==> config.mk <==
export PLATFORM = sky130hd
export DESIGN_NAME = xbus_ctrl
export DESIGN_NICKNAME = d
export VERILOG_FILES = /design/src/rtl/xbus_pkg.sv /design/src/rtl/xbus_decode.sv /design/src/rtl/xbus_himask.sv /design/src/rtl/xbus_seq.sv /design/src/rtl/xbus_ctrl.sv
export SDC_FILE = /design/constraint.sdc
export NUM_CORES = 1
export LEC_CHECK = 0
export ABC_AREA = 1
export BUFFER_PORTS_ARGS = -buffer_cell sky130_fd_sc_hd__buf_2
export CAP_MARGIN = 10
export CELL_PAD_IN_SITES_DETAIL_PLACEMENT = 1
export CELL_PAD_IN_SITES_GLOBAL_PLACEMENT = 1
export CORE_MARGIN = 5
export CORE_UTILIZATION = 37
export CTS_BUF_LIST = sky130_fd_sc_hd__clkbuf_4
export DETAILED_ROUTE_END_ITERATION = 8
export HOLD_SLACK_MARGIN = 0.06
export PLACE_DENSITY_LB_ADDON = 0.1
export SYNTH_ARGS = -nofsm -noshare
export SYNTH_HDL_FRONTEND = slang
export SYNTH_SLANG_ARGS = --single-unit
export TNS_END_PERCENT = 50
==> constraint.sdc <==
create_clock -name clk -period 2.4 [get_ports clk]
set_input_delay 0.48 -clock clk [delete_from_list [all_inputs] [get_ports clk]]
set_output_delay 0.48 -clock clk [all_outputs]
set_load 0.005 [all_outputs]
==> src/rtl/xbus_pkg.sv <==
package xbus_pkg;
    typedef enum logic [1:0] {
        M_IDLE = 2'd0,
        M_RUN  = 2'd1,
        M_DONE = 2'd2
    } mode_e;

    localparam int BASE_PERIODS = 4;
    localparam int FIRST_STROBE = 3;
endpackage

==> src/rtl/xbus_decode.sv <==
module xbus_decode #(
    parameter int          ADDR_W     = 16,
    parameter logic [15:0] INT_TOP    = 16'h10FF,
    parameter int          SECT_SHIFT = 13,
    parameter int          LIMIT_W    = 3,
    parameter int          WAIT_W     = 2
) (
    input  logic [ADDR_W-1:0]  addr,
    input  logic [LIMIT_W-1:0] limit,
    input  logic [WAIT_W-1:0]  wait_lo,
    input  logic [WAIT_W-1:0]  wait_hi,
    input  logic               compat,
    output logic               is_ext,
    output logic [WAIT_W-1:0]  wait_code
);
    logic [ADDR_W-1:0] boundary;
    logic              in_lower;

    always_comb begin
        is_ext    = addr > ADDR_W'(INT_TOP);
        boundary  = ADDR_W'(limit) << SECT_SHIFT;
        in_lower  = !compat && (limit != '0) && (addr < boundary);
        if (compat)
            wait_code = WAIT_W'(wait_hi[0]);
        else if (in_lower)
            wait_code = wait_lo;
        else
            wait_code = wait_hi;
    end
endmodule

==> src/rtl/xbus_himask.sv <==
module xbus_himask #(
    parameter int HI_W = 8,
    parameter int WID_W = 4
) (
    input  logic             enable,
    input  logic             compat,
    input  logic [WID_W-1:0] width,
    output logic [HI_W-1:0]  mask
);
    for (genvar k = 0; k < HI_W; k++) begin : g_bit
        assign mask[k] = enable && (compat || (width > WID_W'(k)));
    end
endmodule

==> src/rtl/xbus_seq.sv <==
module xbus_seq
    import xbus_pkg::*;
#(
    parameter int ADDR_W = 16,
    parameter int DATA_W = 8,
    parameter int WAIT_W = 2
) (
    input  logic                     clk,
    input  logic                     rst_n,
    input  logic                     enable,
    input  logic                     req_valid,
    input  logic                     req_write,
    input  logic [ADDR_W-1:0]        req_addr,
    input  logic [DATA_W-1:0]        req_wdata,
    input  logic                     is_ext,
    input  logic [WAIT_W-1:0]        wait_code,
    input  logic [DATA_W-1:0]        ad_i,
    output logic [DATA_W-1:0]        ad_o,
    output logic                     ad_oe,
    output logic                     ale,
    output logic                     rd_n,
    output logic                     wr_n,
    output logic                     ready,
    output logic [DATA_W-1:0]        rdata,
    output logic [ADDR_W-DATA_W-1:0] addr_hi
);
    localparam int LAST_MAX = BASE_PERIODS + (1 << WAIT_W) - 1;
    localparam int CNT_W    = $clog2(LAST_MAX + 1);

    typedef struct packed {
        mode_e              mode;
        logic [CNT_W-1:0]   cnt;
        logic [CNT_W-1:0]   last;
        logic               wr;
        logic               ext;
        logic [ADDR_W-1:0]  addr;
        logic [DATA_W-1:0]  wdata;
        logic [DATA_W-1:0]  rdata;
        logic [DATA_W-1:0]  held;
    } st_t;

    st_t q, d;
    logic run, t1, strobe;
    logic [DATA_W-1:0] drv;

    always_comb begin
        d      = q;
        run    = q.mode == M_RUN;
        t1     = run && (q.cnt == CNT_W'(1));
        strobe = run && q.ext && (q.cnt >= CNT_W'(FIRST_STROBE)) && (q.cnt < q.last);
        ad_oe  = t1 || (run && q.wr);
        drv    = t1 ? q.addr[DATA_W-1:0] : q.wdata;
        ad_o   = ad_oe ? drv : q.held;
        ale    = t1;
        rd_n   = !(strobe && !q.wr);
        wr_n   = !(strobe && q.wr);
        ready  = (run && (q.cnt == q.last)) || (q.mode == M_DONE);
        rdata  = q.rdata;
        addr_hi = q.addr[ADDR_W-1:DATA_W];

        if (ad_oe)
            d.held = drv;

        case (q.mode)
            M_IDLE: begin
                if (req_valid) begin
                    d.addr  = req_addr;
                    d.wdata = req_wdata;
                    d.wr    = req_write;
                    d.rdata = '0;
                    d.ext   = is_ext;
                    d.cnt   = CNT_W'(1);
                    d.last  = is_ext ? CNT_W'(BASE_PERIODS) + CNT_W'(wait_code)
                                     : CNT_W'(BASE_PERIODS);
                    d.mode  = enable ? M_RUN : M_DONE;
                end
            end
            M_RUN: begin
                if (strobe && !q.wr && (q.cnt == q.last - CNT_W'(1)))
                    d.rdata = ad_i;
                if (q.cnt == q.last)
                    d.mode = M_IDLE;
                else
                    d.cnt = q.cnt + CNT_W'(1);
            end
            default: d.mode = M_IDLE;
        endcase
    end

    always_ff @(posedge clk or negedge rst_n) begin
        if (!rst_n) q <= '0;
        else        q <= d;
    end

    a_r2_ready_one_clock: assert property (@(posedge clk) disable iff (!rst_n)
        ready |=> !ready);
    a_r3_ale_single: assert property (@(posedge clk) disable iff (!rst_n)
        ale |=> !ale);
    a_r3_ale_drives_bus: assert property (@(posedge clk) disable iff (!rst_n)
        ale |-> ad_oe);
    a_r4_strobes_exclusive: assert property (@(posedge clk) disable iff (!rst_n)
        rd_n || wr_n);
    a_r5_read_released: assert property (@(posedge clk) disable iff (!rst_n)
        !rd_n |-> !ad_oe);
    a_r12_no_accept_busy: assert property (@(posedge clk) disable iff (!rst_n)
        (run && (q.cnt != q.last)) |=> (q.mode == M_RUN));
endmodule

==> src/rtl/xbus_ctrl.sv <==
module xbus_ctrl #(
    parameter int          ADDR_W     = 16,
    parameter int          DATA_W     = 8,
    parameter logic [15:0] INT_TOP    = 16'h10FF,
    parameter int          SECT_SHIFT = 13,
    parameter int          LIMIT_W    = 3,
    parameter int          WAIT_W     = 2
) (
    input  logic                          clk,
    input  logic                          rst_n,
    input  logic                          cfg_enable,
    input  logic                          cfg_compat,
    input  logic                          cfg_keeper_en,
    input  logic [LIMIT_W-1:0]            cfg_limit,
    input  logic [WAIT_W-1:0]             cfg_wait_lo,
    input  logic [WAIT_W-1:0]             cfg_wait_hi,
    input  logic [$clog2(ADDR_W-DATA_W+1)-1:0] cfg_hi_width,
    input  logic                          req_valid,
    input  logic                          req_write,
    input  logic [ADDR_W-1:0]             req_addr,
    input  logic [DATA_W-1:0]             req_wdata,
    output logic                          req_ready,
    output logic [DATA_W-1:0]             req_rdata,
    output logic                          int_hit,
    output logic [DATA_W-1:0]             ad_o,
    output logic                          ad_oe,
    input  logic [DATA_W-1:0]             ad_i,
    output logic [ADDR_W-DATA_W-1:0]      hi_addr_o,
    output logic [ADDR_W-DATA_W-1:0]      hi_oe,
    output logic                          ale_o,
    output logic                          rd_n_o,
    output logic                          wr_n_o,
    output logic                          keeper_o
);
    localparam int HI_W  = ADDR_W - DATA_W;
    localparam int WID_W = $clog2(HI_W + 1);

    logic              is_ext;
    logic [WAIT_W-1:0] wait_code;
    logic [HI_W-1:0]   mask;
    logic [HI_W-1:0]   addr_hi;

    xbus_decode #(
        .ADDR_W(ADDR_W), .INT_TOP(INT_TOP), .SECT_SHIFT(SECT_SHIFT),
        .LIMIT_W(LIMIT_W), .WAIT_W(WAIT_W)
    ) i_decode (
        .addr(req_addr), .limit(cfg_limit), .wait_lo(cfg_wait_lo),
        .wait_hi(cfg_wait_hi), .compat(cfg_compat),
        .is_ext(is_ext), .wait_code(wait_code)
    );

    xbus_himask #(.HI_W(HI_W), .WID_W(WID_W)) i_himask (
        .enable(cfg_enable), .compat(cfg_compat), .width(cfg_hi_width), .mask(mask)
    );

    xbus_seq #(.ADDR_W(ADDR_W), .DATA_W(DATA_W), .WAIT_W(WAIT_W)) i_seq (
        .clk(clk), .rst_n(rst_n), .enable(cfg_enable),
        .req_valid(req_valid), .req_write(req_write), .req_addr(req_addr),
        .req_wdata(req_wdata), .is_ext(is_ext), .wait_code(wait_code),
        .ad_i(ad_i), .ad_o(ad_o), .ad_oe(ad_oe), .ale(ale_o),
        .rd_n(rd_n_o), .wr_n(wr_n_o), .ready(req_ready), .rdata(req_rdata),
        .addr_hi(addr_hi)
    );

    assign int_hit   = req_valid && !is_ext;
    assign hi_oe     = mask;
    assign hi_addr_o = addr_hi & mask;
    assign keeper_o  = cfg_enable && !cfg_compat && cfg_keeper_en && !ad_oe;

    a_r8_released_bits_quiet: assert property (@(posedge clk) disable iff (!rst_n)
        ((hi_oe & hi_addr_o) == hi_addr_o));
    a_r11_disabled_no_strobe: assert property (@(posedge clk) disable iff (!rst_n)
        !cfg_enable |-> (hi_oe == '0) && !keeper_o);
    a_r10_compat_full_width: assert property (@(posedge clk) disable iff (!rst_n)
        (cfg_enable && cfg_compat) |-> (&hi_oe) && !keeper_o);
endmodule

Yosys cells after proc, flatten, opt, wreduce, memory -nomap -nowiden
Index checks and enable logic that the tools add are counted.
{ "classes": {"addsub": 3, "mul": 0, "n_div": 0, "order_cmp": 12, "eq_ne": 9, "shift": 0, "muxes": 13, "bitwise": 1, "reduce_logical": 46} }
{ "ops": {"columns": ["op", "count"], "rows": [
  ["$mux 42", 1],
  ["$mux 8", 3],
  ["$logic_and 1x1->1", 23],
  ["$gt 16x13->1 const B", 1],
  ["$gt 4x3->1 const B", 4],
  ["$lt 16x16->1", 1],
  ["$pmux 8 s2", 1],
  ["$logic_or 1x1->1", 10],
  ["$and 8x8->8", 1],
  ["$gt 4x1->1 const B", 2],
  ["$gt 4x2->1 const B", 2],
  ["$mux 2", 4],
  ["$ne 2x2->1 const B", 4],
  ["$eq 3x3->1", 2],
  ["$logic_not 1->1", 6],
  ["$mux 3", 2],
  ["$pmux 3 s2", 1],
  ["$reduce_and 3->1", 2],
  ["$pmux 2 s2", 1],
  ["$reduce_and 2->1", 2],
  ["$add 3x1->3 const B", 1],
  ["$add 3x2->3 const A", 1],
  ["$eq 3x1->1 const B", 1],
  ["$ge 3x2->1 const B", 1],
  ["other kinds (7)", 7]
]} }
{ "word_totals": {"register_bits": 50, "latchBits": 0, "mem_bits_rw": 0, "rom_bits": 0, "inputBits": 50, "out_inout_bits": 39, "word_cells": 93, "mem_count": 0} }

Longest topological paths before layout
Gate-level depths: netlist of the first run.
{ "depth": {"depth_word": 9, "ltp_mapped": 11, "depth_no_buf": 11} }

By module
A second synthesis of the first run with hierarchy kept.
{ "hier_totals": {"hier_cells": 382, "area_unflattened_um2": 2811.4} }
{ "by_module_without_submodules": {"columns": ["module", "instances", "cells_each", "area_per_inst_um2", "seq_area_each_um2"], "rows": [
  ["xbus_seq", 1, 308, 2476.1, 1251.2],
  ["xbus_decode", 1, 32, 155.1, 0.0],
  ["xbus_himask", 1, 19, 91.3, 0.0],
  ["xbus_ctrl", 1, 23, 88.8, 0.0]
]} }

Least setup slack after synthesis of the first run
OpenSTA, ideal clock, no wires.
{ "synth_path": {"kind": "register to output", "start": "reg i_seq.q[46] in the netlist's numbering", "end": "out ad_o[2]", "arrival_ns": 1.377, "required_ns": 1.920, "path_slack_ns": 0.543, "stages_incl_launch_ff": 11, "path_buffers": 1, "cell_sequence": "dfrtp_1 -> inv_1 -> ha_1 -> inv_1 -> nor2_1 -> nand2_2 -> o21ai_2 -> inv_1 -> nand2_1 -> nand3_1 -> buf_4"} }
{ "synth_rtl": {"columns": ["item", "line_no", "source"], "rows": [
  ["start: declaration", "xbus_seq.sv:42", "st_t q, d;"],
  ["start signal: assignment", "xbus_seq.sv:91", "if (!rst_n) q <= '0;"],
  ["start signal: assignment", "xbus_seq.sv:92", "else q <= d;"],
  ["end: declaration", "xbus_ctrl.sv:25", "output logic [DATA_W-1:0] ad_o,"]
]} }

Worst setup path after layout of the first run
{ "layout_path": {"start": "reg i_seq.q[46] in the netlist's numbering", "end": "out ad_o[3]"} }
{ "layout_between": {"elab_chain_len": 4, "word_cells_on_any_way": 5, "classes_between": "eq/ne: 1; mux: 2; reduce/logical: 2"} }
{ "layout_rtl": {"columns": ["item", "line_no", "source"], "rows": [
  ["$eq 3x1->1 *", "xbus_seq.sv:49", "t1 = run && (q.cnt == CNT_W'(1));"],
  ["$logic_and 1x1->1 *", "xbus_seq.sv:49", null],
  ["$mux 8 or $logic_or 1x1->1 (tied branches)", "xbus_seq.sv:52, xbus_seq.sv:51", null],
  ["$mux 8 *", null, null]
]} }
Mark *: on every way between the ends. The rest lies on a longest branch, timed or not.

==> impl_metrics.ini, run 1 <==
[run_status]
outcome = completed

[global_routing]
grt_use_total_pct = 16.88
grt_max_degree = 43
grt_overflow = 0
antenna_found_initial = 0
grt_pass1_vias = 2665
grt_pass1_wl_um = 12140

[die]
ioPinCount = 89
start_util_pct = 37.93
die-area_sq_um = 9215
die_h_um = 96.00
coreArea_sq_um = 7214
die_w_um = 96.00
rows = 31

[job]
maxCapViolCount = 0

[timing]
slew_headroom_pct = 69.42
drv_slew = 0
fin_hold_ws_ns = 0.2786
fin_crit_ns = 2.275
tightest_slew_ns = 0.4586
skew_ns = 0.01925
post-route-period-util_pct = 94.80
finalHoldViolations = 0
max_freq_mhz = 439.5
setup_viol = 0

[setup_path]
critical_path.startpoint_type = flip-flop
crit_fanout = 5
critical_path_required_ns = 1.92
endpoint = ad_o[3]
r2r_cells = 8
crit_type = flip-flop to primary output
end_kind = primary output
crit_path_start = i_seq.q[46]
worstPathArrival_ns = 1.80
regToRegSetupSlack_ns = 0.61
r2r_end = i_seq.rdata[6]
r2r-start = i_seq.q[45]

[finish]
seqCellArea_sq_um = 1251
area_growth_pct = 21.81
drive_above_1_share_pct = 26.83
fin_nets = 510
fin_util_pct = 46.20
antenna_cells = 0
multiInputGateArea_sq_um = 1159
stdcell_area_sq_um = 3333
fillers = 967

[worst_hold_path]
hold_path.class = primary input to flip-flop

[synthesis]
synth_top_area_share_pct = 45.72
syn-cell-area_sq_um = 2736
synth_cell_types = 27
yosys_warnings = 0
synthCells = 368
avgSynthCellArea_sq_um = 7.436
synth_area_leaders = dfrtp_1 (46%), nand2_1 (19%), inv_1 (6.4%), nand3_1 (6.4%), buf_4 (4.4%)
ys_seq_elements = 50
synth_seq_area_share_pct = 45.72
synth_largest_area_cell = dfrtp_1
syn_nets = 427

[clocking]
clkTransAtPathRegs_ns = 0.16
cts_sinks = 50
cts_tree = done
cts_buffer_depth = 2
cts-htree-levels = 2
cts_root_buf = clkbuf_4
cts_buffers = 5
clock_latency_ns = 0.38

[power_and_ir_drop]
leakage_nw = 1.967
finalPower_mw = 3.631
vdd_drop_max_mv = 0.3840
power_density_nw_per_um2 = 1089

[drt]
drt_first_pass_iters = 4
vias = 2519
viasPerCell = 4.580
wl_um = 7350
postRouteAntennaNets = 0
drtIter0Drc = 39
wl_per_cell_um = 13.36
drc = 0

[placed_design]
post-dp-hpwl_um = 5750
port_buffers = 88
place_area_sq_um = 3186
gp_congestion = 0.7855
-- critical path: stages (launching register included) --
cell	delay, ns
dfrtp_1	0.42
inv_2	0.07
ha_1	0.14
inv_1	0.05
nor2_1	0.11
nand2_2	0.13
buf_4	0.18
nand3_1	0.08
nand3_1	0.10
buf_2	0.14
-- metal layers --
metal / share of wire, % / up-vias / GRT usage (%)
li1: - / 1272 / -
met1: 43 / 1198 / 20.32
met2: 52 / 43 / 30.59
met3: 3.9 / 6 / 3.440
met4: 0.88 / 0 / 4.028
met5: 0 / - / 0
-- layout make-up --
class                   instances  share of cell area [%]
clock inverters                 2                   1.164
well taps                      99                   3.716
multi-input cells             244                   34.76
repair buffers                 99                   15.77
clock buffers                   5                   1.126
flip-flops and latches         50                   37.54
inverters                      51                   5.931
-- sequential cells by signal, indices dropped and copies added (netlist names) --
name,count
i_seq.rdata,8
i_seq.q,34
i_seq.addr_hi,8
-- synth_stat cells (all sizes together) --
| master | count |
|---|---|
| a21oi | 3 |
| a31oi | 1 |
| and2 | 3 |
| buf | 21 |
| clkbuf | 2 |
| clkinv | 1 |
| dfrtp | 50 |
| ha | 9 |
| inv | 50 |
| nand2 | 140 |
| nand3 | 36 |
| nand4 | 1 |
| nor2 | 30 |
| nor3 | 2 |
| nor3b | 1 |
| o21ai | 16 |
| o21bai | 1 |
| or2 | 1 |
-- timing repair --
action                     4_1_cts  5_1_grt
resized for setup                3        5
hold buffers                     1        0
setup endpoints to repair        9        8
pin swaps                        1        0
hold endpoints to repair        10        0
setup buffers                    4        1
-- where the power goes --
group,leakage (nW),internal [mW],switching (mW)
logic,1.30,0.668,1.04
registers,0.627,1.22,0.211
clock network,0.0413,0.216,0.280
-- worst min path at each step --
stage	startpoint	end	depth (start not counted)
finish	req_addr[4]	i_seq.q[28]	3
global route	req_wdata[7]	i_seq.q[23]	3
CTS	req_addr[1]	i_seq.q[25]	3
detailed placement	rst_n	i_seq.q[44]	1
global placement	rst_n	i_seq.q[40]	1
floorplan	rst_n	i_seq.addr_hi[0]	0
-- cells in the final DEF, fill, tap and decap left out, types with 2 or more instances in the layout --
cell      count
dfrtp_1      50
nand2_2       2
buf_2        88
inv_1        45
nand2_1     138
o21ai_0      14
nor3_1        2
o21ai_4       2
a21oi_1       3
clkbuf_4      5
nor2_1       26
ha_1          9
inv_4         2
buf_4        10
nor2_4        3
and2_1        3
nand3_1      34
inv_2         3
-- stage by stage --
step                setup slack, ns  TNS [ns]  instances
floorplan                    0.5427         0        368
global placement             0.2645         0        537
detailed placement           0.2428         0        537
CTS                         0.01093         0        549
global route              -0.009278  -0.01570        550
finish                       0.1248         0        550
-- cells by family (layout without fill, tap and decap cells) --
| family | Yosys count | after routing | share of synthesized area (%) |
|---|---|---|---|
| and+or+nand+nor | 214 | 214 | 32.97 |
| buffers and inverters | 74 | 157 | 12.67 |
| DFF | 50 | 50 | 45.72 |
| AOI/OAI and AO/OA | 21 | 21 | 4.527 |
| adders and majority gates | 9 | 9 | 4.115 |
Note: power is estimated with default switching activity, not from simulation.
==> run 2, diff against run 1 <==
- CORE_UTILIZATION: 37 -> 33
- clock period: 2.4 -> 1.95 ns (I/O delays scaled with it)
==> run 2 against run 1 <==
Compared with the run above: the run now ends with negative setup slack left; largest power group unchanged; critical path type unchanged; setup slack got worse by 0.30 ns; first-iteration DRC count rose by 95%; via count about the same; highest routed layer unchanged; utilization fell by 3.1 points; largest cell class unchanged; hold slack got worse by 0.077 ns; global-route usage decreased by 1.1 points.
==> impl_metrics.ini, run 2 (synthesis results as in run 1) <==
[timing]
grt_setup_unrepaired = true
drv_slew = 0
max_freq_mhz = 470.0
skew_ns = 0.01207
fin_crit_ns = 2.127
post-route-period-util_pct = 109.1
tightest_slew_ns = 0.4265
finalHoldViolations = 0
setup_ws_ns = -0.1775
setup_viol = 11
slew_headroom_pct = 71.57

[finish]
stdcell_area_sq_um = 3507
final_cell_mix = nand2_1 (134), buf_2 (86), dfrtp_1 (47), inv_1 (42)
drive_above_1_share_pct = 32.60
fin_nets = 515
top_register = i_seq.q
largest_reg_flops = 34
multiInputGateArea_sq_um = 1245
antenna_cells = 0
final_common_cell = nand2_1
fillers = 1065
seqCellArea_sq_um = 1255
area_growth_pct = 28.17

[power_and_ir_drop]
finalPower_mw = 4.780
swShare_pct = 41.87
combinationalPowerShare_pct = 49.3
seqPwrFrac_pct = 37.7
vdd_drop_max_mv = 0.3840
leakage_nw = 2.028
p_int_mw = 2.779
power_density_nw_per_um2 = 1363
switchingPower_mw = 2.001
clockPowerShare_pct = 13.1

[setup_path]
path_buf_inv = 4
crit_fanout = 8
critical_path_required_ns = 1.56
worstPathArrival_ns = 1.74
cpLargestDelayFamily = flip-flops
end_kind = primary output
crit_top_cell = inv_2
critPathSlowestCell = dfrtp_1
slowest_delay_ns = 0.42
crit_type = flip-flop to primary output
worstPathCellList = inv_2 -> ha_4 -> inv_2 -> nor2_2 -> nand2_2 -> o21ai_4 -> inv_4 -> nand2_1 -> nand3_2 -> buf_2
critical_path.startpoint_type = flip-flop

[clocking]
clkTransAtPathRegs_ns = 0.15
cts_sinks = 50
clock_latency_ns = 0.37
cts_tree = done
cts-htree-levels = 2
cts_root_buf = clkbuf_4
cts_buffer_depth = 2
cts_buffers = 5

[drt]
vias = 2518
drc = 0
wl_um = 7672
drtIter0Drc = 76
viasPerCell = 4.480
wl_per_cell_um = 13.65
postRouteAntennaNets = 0
drt_first_pass_iters = 4

[placed_design]
post-dp-hpwl_um = 5864
port_buffers = 88
gp_congestion = 0.7647
place_area_sq_um = 3243

[job]
maxCapViolCount = 0

[run_status]
outcome = complete, but fails checks
violations = negative setup slack

[die]
die_h_um = 101.1
die_w_um = 101.1
ioPinCount = 89
die-area_sq_um = 10210
rows = 33
coreArea_sq_um = 8134
start_util_pct = 33.64

[worst_hold_path]
hold_path.class = primary input to flip-flop

[global_routing]
grt_use_total_pct = 15.77
grt_pass1_vias = 2692
antenna_found_initial = 0
grt_overflow = 0
grt_max_degree = 35
grt_pass1_wl_um = 12820
==> run 2: cell types whose count changed in the layout (fill, tap and decap cells not counted), sizes merged <==
| cell | previous run | this run |
|---|---|---|
| clkbuf | 5 | 6 |
| clkinvlp | 0 | 1 |
| clkinv | 2 | 1 |
| buf | 98 | 103 |
==> run 2: final cells by class <==
class                      instances  area share [%]
timing repair buffer             104           16.87
inverter                          51           5.744
clock inverter                     2           1.070
tap                              105           3.746
clock buffer                       6           1.284
sequential                        50           35.78
multi-input combinational        244           35.50
==> run 2: final timing paths <==
path | from | endpoint | slack (ns) | depth (start not counted)
max | i_seq.q[46] | ad_o[7] | -0.18 | 10
min | req_addr[5] | i_seq.q[29] | 0.20 | 3
max reg2reg | i_seq.q[47] | i_seq.rdata[5] | 0.15 | 9
min reg2reg | i_seq.q[43] | i_seq.q[43] | 0.50 | 2
max in group asynchronous | rst_n | i_seq.q[47] | 0.95 | 3
min in group asynchronous | rst_n | i_seq.rdata[0] | 0.48 | 2
==> run 2: worst reg2reg max path: cells and delay by family (launching register included) <==
kind | cells | cell delay, ns
AOI/OAI and AO/OA | 1 | 0.23
adders and majority gates | 1 | 0.33
buffers and inverters | 1 | 0.15
DFF | 1 | 0.48
and+or+nand+nor | 6 | 0.55
==> run 2: layer usage <==
layer  part of all wire [%]  global-route usage, %
met1                     48                  21.56
met2                     44                  24.30
met3                    7.3                  5.052
met4                   0.96                  3.681
met5                      0                      0
==> run 2: stage by stage <==
step | utilization, % | setup WS [ns] | hold WS [ns] | TNS, ns | cells
2_1_floorplan | - | 0.1827 | 0.09441 | 0 | 368
3_3_place_gp | 39.87 | 0.1359 | 0.3617 | 0 | 548
3_5_place_dp | 39.87 | 0.1026 | 0.3540 | 0 | 548
4_1_cts | 42.50 | -0.1952 | 0.1946 | -2.116 | 561
5_1_grt | 43.12 | -0.3502 | 0.1735 | -3.512 | 562
6_report | 43.12 | -0.1775 | 0.2021 | -1.685 | 562
==> run 2: power by group through the flow <==
stage | clock network, mW | registers, mW | logic, mW
after global placement | 0 | 1.78 | 2.05
final | 0.624 | 1.80 | 2.36
after CTS | 0.646 | 1.79 | 2.32
after detailed placement | 0 | 1.79 | 2.12
after floorplan | 0 | 1.71 | 1.59
after global routing | 0.701 | 1.85 | 2.70
==> run 2: what timing repair did <==
item | CTS | global route
gates cloned | 0 | 0
setup buffers | 4 | 1
hold buffers | 1 | 0
setup endpoints to repair | 13 | 22
gates resized for setup | 27 | 8
pin swaps | 5 | 3
endpoints found under the hold margin | 16 | 0
